## config.mk

```make
export PLATFORM = sky130hd
export DESIGN_NAME = serial_pat_detect
export DESIGN_NICKNAME = d
export VERILOG_FILES = /design/src/rtl/patdet_pkg.sv /design/src/rtl/patdet_fsm.sv /design/src/rtl/patdet_shreg.sv /design/src/rtl/serial_pat_detect.sv
export SDC_FILE = /design/constraint.sdc
export NUM_CORES = 1
export LEC_CHECK = 0
export BUFFER_PORTS_ARGS = -buffer_cell sky130_fd_sc_hd__buf_4
export CORE_AREA = 3 3 40 42
export DETAILED_ROUTE_END_ITERATION = 8
export DIE_AREA = 0 0 43 45
export PLACE_DENSITY_LB_ADDON = 0.25
export SLEW_MARGIN = 20
export SYNTH_ARGS = -nofsm -noshare
export SYNTH_HDL_FRONTEND = slang
export SYNTH_SLANG_ARGS = --single-unit
```

## constraint.sdc

```tcl
create_clock -name clk -period 0.9 [get_ports clk]
set_input_delay 0.18 -clock clk [delete_from_list [all_inputs] [get_ports clk]]
set_output_delay 0.18 -clock clk [all_outputs]
set_load 0.05 [all_outputs]
```

## src/rtl/patdet_pkg.sv

```systemverilog
package patdet_pkg;
    // Pattern, oldest bit in the MSB.
    localparam int          PAT_LEN = 5;
    localparam logic [4:0]  PATTERN = 5'b10010;
    localparam int          HIST_W  = PAT_LEN - 1;
    localparam int          FILL_W  = $clog2(PAT_LEN);

    // Plain binary state assignment starting at 000.
    typedef enum logic [2:0] {
        ST_IDLE = 3'd0,
        ST_1    = 3'd1,
        ST_10   = 3'd2,
        ST_100  = 3'd3,
        ST_1001 = 3'd4
    } pd_state_e;
endpackage

```

## src/rtl/patdet_fsm.sv

```systemverilog
module patdet_fsm
    import patdet_pkg::*;
(
    input  logic clk,
    input  logic rst,
    input  logic bit_in,
    output logic match_out
);
    pd_state_e state_q;
    pd_state_e state_d;
    logic      hit;

    // State register.
    always_ff @(posedge clk) begin
        if (rst) state_q <= ST_IDLE;
        else     state_q <= state_d;
    end

    // Next state and Mealy output.
    always_comb begin
        state_d = ST_IDLE;
        hit     = 1'b0;
        unique case (state_q)
            ST_IDLE: state_d = bit_in ? ST_1 : ST_IDLE;
            ST_1:    state_d = bit_in ? ST_1 : ST_10;
            ST_10:   state_d = bit_in ? ST_1 : ST_100;
            ST_100:  state_d = bit_in ? ST_1001 : ST_IDLE;
            ST_1001: begin
                if (bit_in) begin
                    state_d = ST_1;
                end else begin
                    state_d = ST_10;
                    hit     = 1'b1;
                end
            end
            default: state_d = ST_IDLE;
        endcase
    end

    assign match_out = hit & ~rst;
endmodule

```

## src/rtl/patdet_shreg.sv

```systemverilog
module patdet_shreg
    import patdet_pkg::*;
(
    input  logic clk,
    input  logic rst,
    input  logic bit_in,
    output logic match_out
);
    localparam logic [FILL_W-1:0] FULL = FILL_W'(HIST_W);

    logic [HIST_W-1:0] hist_q;
    logic [FILL_W-1:0] fill_q;
    logic              full;

    always_ff @(posedge clk) begin
        if (rst) begin
            hist_q <= '0;
            fill_q <= '0;
        end else begin
            hist_q <= {hist_q[HIST_W-2:0], bit_in};
            if (fill_q != FULL) fill_q <= fill_q + 1'b1;
        end
    end

    assign full      = (fill_q == FULL);
    assign match_out = ~rst & full
                     & (hist_q == PATTERN[PAT_LEN-1:1])
                     & (bit_in == PATTERN[0]);
endmodule

```

## src/rtl/serial_pat_detect.sv

```systemverilog
module serial_pat_detect #(
    parameter bit USE_SHIFT = 1'b0
) (
    input  logic clk,
    input  logic rst,
    input  logic bit_in,
    output logic match_out
);
    generate
        if (USE_SHIFT) begin : g_shreg
            patdet_shreg u_core (
                .clk       (clk),
                .rst       (rst),
                .bit_in    (bit_in),
                .match_out (match_out)
            );
        end else begin : g_fsm
            patdet_fsm u_core (
                .clk       (clk),
                .rst       (rst),
                .bit_in    (bit_in),
                .match_out (match_out)
            );
        end
    endgenerate
endmodule

```

==> summary.md, run 1 <==
| Metric | Value |
|---|---|
| Syn. warnings | `0` |
| CP required | `0.72 ns` |
| GR Util met3 | `0.0478` |
| Crit path kind | `register to output port` |
| Port buffer count | `3` |
| Tmin final | `between 1 and 1.5 ns` |
| Vias per std cell | `3.56` |
| Worst reg2reg setup slack | `-0.23 ns` |
| Slew at the pin closest to its max-slew limit | `approximately 0.25 ns` |
| Max FFs per register | `3` |
| DRC Markers | `0` |
| Global-route wire length before repair | `552 um` |
| Chip height | `45 um` |
| RSZ-0062 raised after global routing | `yes` |
| Die ar. | `between 1500 and 2000 sq um` |
| Setup crit start kind | `register` |
| Placed instance area | `~210 sq um` |
| Post-synthesis register bit count | `3` |
| Antenna violations before repair | `0` |
| GRT Util Overall | `0.0457` |
| Drt total wl | `347 um` |
| Pin count of the biggest net entering global routing | `6` |
| Finished layout cell area | `280 sq um` |
| Inst Count DP | `37` |
| Max Fclk | `slightly below 0.8 GHz` |
| Largest registers | `g_fsm.u_core.state_q (3)` |
| Commonest cells after routing, fill and taps aside | `buf_4, clkbuf_4, nand2_1, dfxtp_1` |
| DRT Pass-1 Iters | `2` |
| Most flop-heavy register | `g_fsm.u_core.state_q` |
| Clock sink count | `3` |
| Post-route ant nets | `0` |
| Wire length per cell | `roughly 8.1 um` |
| Die width | `around 43 um` |
| GR Util met1 | `0.0336` |
| Finished Layout Cells | `43` |
| Smallest hold slack | `0.224 ns` |
| Final WS setup | `-0.370 ns` |
| Clock root buffer | `clkbuf_4` |
| Max-cap violations | `0` |
| Post-layout util | `0.218` |
| Class of the worst hold path | `primary input to register` |
| Ports | `4` |
| CP endpoint kind | `output port` |
| Worst slew margin | `0.836` |
| CTS clk-pin slew, worst paths | `0.04 ns` |
| Status | `finished, violations left` |
| Row cnt | `13` |
| H-tree Lvls | `1` |
| Most crowded layer after global routing | `met2` |
| Area growth, synth to finish | `113%` |
| CTS Buf Count | `3` |
| Max Buffers Root-to-Sink | `2` |
| Crit. Startpoint | `g_fsm.u_core.state_q[1]` |
| Initial core utilization | `0.102` |
| CP max FO | `2` |
| R2R Path Start | `g_fsm.u_core.state_q[1]` |
| Placer Congestion | `about 0.57` |
| Total number of vias | `about 150` |
| Number of global-route vias before repair | `between 150 and 200` |
| Max-slew violation count | `0` |
| Worst Path Arrival | `approximately 1.1 ns` |
| GR Layer Usage met2 | `0.0599` |
| Worst hold start | `bit_in` |
| TritonCTS clock tree | `built` |
| Register area share after synthesis | `0.457` |
| Pwr dens | `1550 nW/um^2` |
| Synthesized instance count | `15` |
| Distinct cells, synth | `11` |
| Worst path slowest cell | `dfxtp_2` |
| Fin crit share | `1.41` |
| Worst path max stage delay | `0.31 ns` |
| Ant diodes | `0` |
| Leak | `~0.11 nW` |
| Worst vdd rail ir drop | `a little under 300 uV` |
| Share of layout cells above drive strength 1 | `0.643` |
| Syn Nets | `18` |
| Synthesized area per cell | `~9 sq um` |
| Failing checks | `setup timing` |
| Clk Latency, worst-skew pair | `about 0.23 ns` |
| Worst path cell trace | `nor4_2, and2_4, buf_8` |
| Final hold violation count | `0` |
| Drt initial violations | `2` |
| Commonest non-fill, non-tap cell in the layout | `buf_4` |
| Syn Std Cell Area | `~130 sq um` |
| Clock Skew | `0.00123 ns` |
| Setup Viol. Count Final | `4` |
| Nets | `32` |
| GRT overflow | `0` |
| Placeable core area | `1280 sq um` |
[final cells by class]
class	instances	area, sq um
clock buffer	4	26.3
fill	145	1000
inverter	1	3.75
multi-input combinational	11	91.3
sequential	3	61.3
tap	15	18.8
timing repair buffer	9	78.8
[path summary, 6_finish.rpt]
kind | to | cells past startpoint
setup / recovery | match_out | 3
hold / removal | g_fsm.u_core.state_q[1] | 3
setup reg to reg | g_fsm.u_core.state_q[0] | 6
hold reg to reg | g_fsm.u_core.state_q[2] | 1
[through the flow]
step	power (mW)	setup WS, ns	TNS (ns)
floorplan	0.160	-0.0924	-0.0924
global placement	0.187	-0.203	-0.274
detailed placement	0.188	-0.192	-0.260
CTS	0.437	-0.368	-0.612
global route	0.474	-0.408	-1.01
finish	0.433	-0.370	-0.829
[power breakdown]
group          total (mW)  internal, mW  switching [mW]
registers           0.143         0.139         0.00355
clock network       0.232         0.166          0.0659
logic              0.0589        0.0343          0.0246
[routing by layer]
metal,vias up,share of wire
met4,0,0.017
met3,2,0.098
li1,78,-
met1,69,0.44
met5,-,0
met2,4,0.44
[Yosys cell counts]
library cell,n,area [sq um]
nor4_1,2,12.5
inv_1,1,3.75
xor2_1,1,8.76
nor3_2,1,10.0
a31oi_1,1,6.26
nor2_1,1,3.75
nand2_1,2,7.51
a21oi_1,1,5.00
dfxtp_1,3,60.1
and2_1,1,6.26
nor3b_1,1,7.51
[worst max-delay path, delay by kind of cell, from the launching register on]
family	cells	cell delay (ns)
and+or+nand+nor	2	0.41
DFF	1	0.31
buffers and inverters	1	0.13
[logic make-up after synthesis]
| family | count (synthesis) | synth area share |
|---|---|---|
| AND/OR/NAND/NOR | 8 | 0.362 |
| flip-flops | 3 | 0.457 |
| AO/OA/AOI/OAI | 2 | 0.0857 |
| XOR/XNOR | 1 | 0.0667 |
| buffers and inverters | 1 | 0.0285 |
[what timing repair did]
action,4_1_cts,5_1_grt
setup endpoints to repair,3,4
pin swaps,3,1
hold buffers,0,0
setup buffers,1,1
resized for setup,4,4
No activity file was read; power rests on OpenSTA's default activity.
==> run 2: changes to the inputs <==
--- a/config.mk
+++ b/config.mk
@@ -13,4 +13,5 @@
 export SLEW_MARGIN = 20
 export SYNTH_ARGS = -nofsm -noshare
 export SYNTH_HDL_FRONTEND = slang
+export SYNTH_HIERARCHICAL = 1
 export SYNTH_SLANG_ARGS = --single-unit
==> run 2 against run 1 <==
Against the previous run:
- the flow still finishes with violations (setup timing)
- largest cell class unchanged
- flip-flop and latch count stayed put
- clock skew is 0.00077 ns lower
- power is 2.1% lower
- highest routed layer unchanged
==> summary.md, run 2 <==
| Metric | Value |
|---|---|
| Status | `finished, violations left (unchanged)` |
| Failing checks | `setup timing (unchanged)` |
| GRT Util Overall | `0.0458 (was 0.0457)` |
| Vias per std cell | `3.57 (was 3.56)` |
| Total number of vias | `150 (was 153)` |
| Commonest non-fill, non-tap cell in the layout | `buf_4 (unchanged)` |
| Max Fclk | `0.823 GHz (was 0.788 GHz)` |
| Reg power frac | `0.334 (was 0.329)` |
| Die ar. | `1940 sq um (unchanged)` |
| Synth area leader | `dfxtp_1 (unchanged)` |
| Clock sink count | `3 (unchanged)` |
| Worst path slowest cell | `dfxtp_1 (was dfxtp_2)` |
| Pwr dens | `1650 nW/um^2 (was 1550 nW/um^2)` |
| Routed wl met2 | `151 um (was 152 um)` |
| Cts hold-fix bufs | `0 (unchanged)` |
| Clock root buffer | `clkbuf_4 (unchanged)` |
| Internal | `0.328 mW (was 0.339 mW)` |
| Worst vdd rail ir drop | `489 uV (was 291 uV)` |
| CTS Buf Count | `3 (unchanged)` |
| Post-synth top cells | `dfxtp_1, nand2_1, nor2_1 (was dfxtp_1, nand2_1, nor4_1)` |
| Clk pwr share | `0.554 (was 0.535)` |
| Worst Path Arrival | `1.03 ns (was 1.09 ns)` |
| Die width | `43 um (unchanged)` |
| Ys async rst share | `0 (unchanged)` |
| Clock Skew | `0.000456 ns (was 0.00123 ns)` |
| Global-route wire length before repair | `538 um (was 552 um)` |
| Row cnt | `13 (unchanged)` |
| Slew at the pin closest to its max-slew limit | `0.192 ns (was 0.246 ns)` |
| FF/Latch Area | `60.1 sq um (was 61.3 sq um)` |
| Placeable core area | `1280 sq um (unchanged)` |
| Post-synth top area share | `0.444 (was 0.457)` |
| Syn Std Cell Area | `135 sq um (was 131 sq um)` |
| Pin count of the biggest net entering global routing | `5 (was 6)` |
| Worst slew margin | `0.871 (was 0.836)` |
| CP endpoint kind | `output port (unchanged)` |
| GRT overflow | `0 (unchanged)` |
| Chip height | `45 um (unchanged)` |
| Post-layout util | `0.200 (was 0.218)` |
| Antenna violations before repair | `0 (unchanged)` |
| Drt initial violations | `1 (was 2)` |
| H-tree Lvls | `1 (unchanged)` |
| Synthesized instance count | `16 (was 15)` |
| Final WS setup | `-0.315 ns (was -0.370 ns)` |
| Synthesized area per cell | `8.45 sq um (was 8.76 sq um)` |
| Max-cap violations | `0 (unchanged)` |
| Leak | `0.102 nW (was 0.115 nW)` |
| Simple-Gate Fraction of Synth Area | `0.324 (was 0.362)` |
| Worst path max stage delay | `0.30 ns (was 0.31 ns)` |
| Setup crit start kind | `register (unchanged)` |
| Fill count | `146 (was 145)` |
| Class of the worst hold path | `primary input to register (unchanged)` |
| Distinct cells, synth | `11 (unchanged)` |
| Wire length per cell | `8.31 um (was 8.07 um)` |
| Largest family of logic cells by synthesized area | `simple AND/OR/NAND/NOR gates (unchanged)` |
| TritonCTS clock tree | `built (unchanged)` |
| Synth Area in Compound Gates | `0.139 (was 0.0857)` |
| Number of global-route vias before repair | `159 (was 151)` |
| Fin crit share | `1.35 (was 1.41)` |
| Crit path kind | `register to output port (unchanged)` |
| Met3 Wirelength | `36 um (was 34 um)` |
| Post-route ant nets | `0 (unchanged)` |
| CP required | `0.72 ns (about the same)` |
| DRC Markers | `0 (unchanged)` |
| Final Power | `0.424 mW (was 0.433 mW)` |
| Final hold violation count | `0 (unchanged)` |
| Top post-synthesis cells by area | `dfxtp_1, a211oi_2, nand2_1 (was dfxtp_1, nor4_1, nor3_2)` |
| Max Buffers Root-to-Sink | `2 (unchanged)` |
| Main synth FF type | `dfxtp_1 (unchanged)` |
| Setup Viol. Count Final | `3 (was 4)` |
| CTS clk-pin slew, worst paths | `0.04 ns (about the same)` |
| Share of layout cells above drive strength 1 | `0.519 (was 0.643)` |
| Multi-input gate area | `91.3 sq um (unchanged)` |
| CP max FO | `2 (unchanged)` |
| DRT Pass-1 Iters | `4 (was 2)` |
| NetSw | `0.0963 mW (was 0.0940 mW)` |
| Initial core utilization | `0.105 (was 0.102)` |
| XOR/XNOR Fraction of Synth Area | `0.0648 (was 0.0667)` |
| Number of synthesized flops with an enable pin | `0 (unchanged)` |
| Area growth, synth to finish | `89.8% (was 113%)` |
| Sw Ratio | `0.227 (was 0.217)` |
| DR top layer | `met4 (unchanged)` |
| Drt total wl | `349 um (was 347 um)` |
| Max FFs per register | `3 (unchanged)` |
| Max-slew violation count | `0 (unchanged)` |
| Syn. warnings | `6 (was 0)` |
| Post-DP HPWL | `265 um` |
| Syn Nets | `19 (was 18)` |
| Setup TNS | `-0.361 ns (was -0.829 ns)` |
| DRT met1 WL | `143 um (was 154 um)` |
| Post-synthesis register bit count | `3 (unchanged)` |
| Ports | `4 (unchanged)` |
| Ant diodes | `0 (unchanged)` |
| Tmin final | `1.21 ns (was 1.27 ns)` |
| Mux share of post-synthesis cell area | `0 (unchanged)` |
| Largest registers | `g_fsm.u_core/state_q (3) (was g_fsm.u_core.state_q (3))` |
| Most flop-heavy register | `g_fsm.u_core/state_q (was g_fsm.u_core.state_q)` |
| Worst path cell trace | `nor2_1, nand2_2, nor3_4, buf_6 (was nor4_2, and2_4, buf_8)` |
| Dpl ws | `-0.110 ns (was -0.192 ns)` |
| Post-synthesis adder-cell area fraction | `0 (unchanged)` |
| RSZ-0062 raised after global routing | `yes (unchanged)` |
| Register area share after synthesis | `0.444 (was 0.457)` |
| Commonest cells after routing, fill and taps aside | `buf_4, clkbuf_4, dfxtp_1, nor2_1, nand2_1 (was buf_4, clkbuf_4, nand2_1, dfxtp_1)` |
| Port buffer count | `3 (unchanged)` |
| Comb power frac | `0.112 (was 0.136)` |
| Clk Latency, worst-skew pair | `0.23 ns (about the same)` |
| Placer Congestion | `0.597 (was 0.574)` |
| Nets | `31 (was 32)` |
run 2: area by class of cell:
class                   instances  area share
clock buffers                   4       0.102
well taps                      15      0.0732
multi-input cells              12       0.356
flip-flops and latches          3       0.234
repair buffers                  7       0.220
inverters                       1      0.0146
run 2: cell families (layout without fill, tap and decap cells):
logic type      count (synthesis)  in the layout
simple gates                    9              9
flops                           3              3
compound gates                  2              2
xor+xnor                        1              1
buf+inv                         1             12
run 2: power groups by stage:
| stage | Combinational, mW | Clock, mW | Sequential, mW |
|---|---|---|---|
| after detailed placement | 0.0449 | 0 | 0.144 |
| after floorplan | 0.0166 | 0 | 0.146 |
| final | 0.0473 | 0.235 | 0.142 |
| after CTS | 0.0464 | 0.252 | 0.141 |
| after global routing | 0.0511 | 0.250 | 0.142 |
| after global placement | 0.0439 | 0 | 0.144 |
run 2: worst max-delay path: cells and delay by family, from the launching register on:
kind,cells,cell delay (ns)
DFF,1,0.30
buffers and inverters,1,0.18
and+or+nand+nor,3,0.33
run 2: through the flow:
step | cells | hold WS (ns) | area (sq um)
6_report | 42 | 0.162 | 256
5_1_grt | 42 | 0.169 | 256
4_1_cts | 42 | 0.151 | 254
3_5_place_dp | 38 | 0.397 | 218
3_3_place_gp | 38 | 0.394 | 218
2_1_floorplan | 16 | 0.245 | 146
run 2: final timing paths:
kind	start	end	slack, ns	cells after the start
setup / recovery	g_fsm.u_core/state_q[0]	match_out	-0.31	4
hold / removal	rst	g_fsm.u_core/state_q[1]	0.16	2
setup reg to reg	g_fsm.u_core/state_q[0]	g_fsm.u_core/state_q[1]	-0.04	4
hold reg to reg	g_fsm.u_core/state_q[2]	g_fsm.u_core/state_q[2]	0.56	2
run 2: metal layers:
| metal | up-vias | GRT usage |
|---|---|---|
| li1 | 77 | - |
| met1 | 65 | 0.0362 |
| met2 | 6 | 0.0629 |
| met3 | 2 | 0.0159 |
| met4 | 0 | 0.0904 |
| met5 | - | 0 |
run 2: timing repair:
item                                   in CTS  in global routing
buffers inserted                            0                  0
resized for setup                           2                  1
pin swaps                                   2                  2
endpoints found under the hold margin       0                  0
setup endpoints to repair                   4                  4
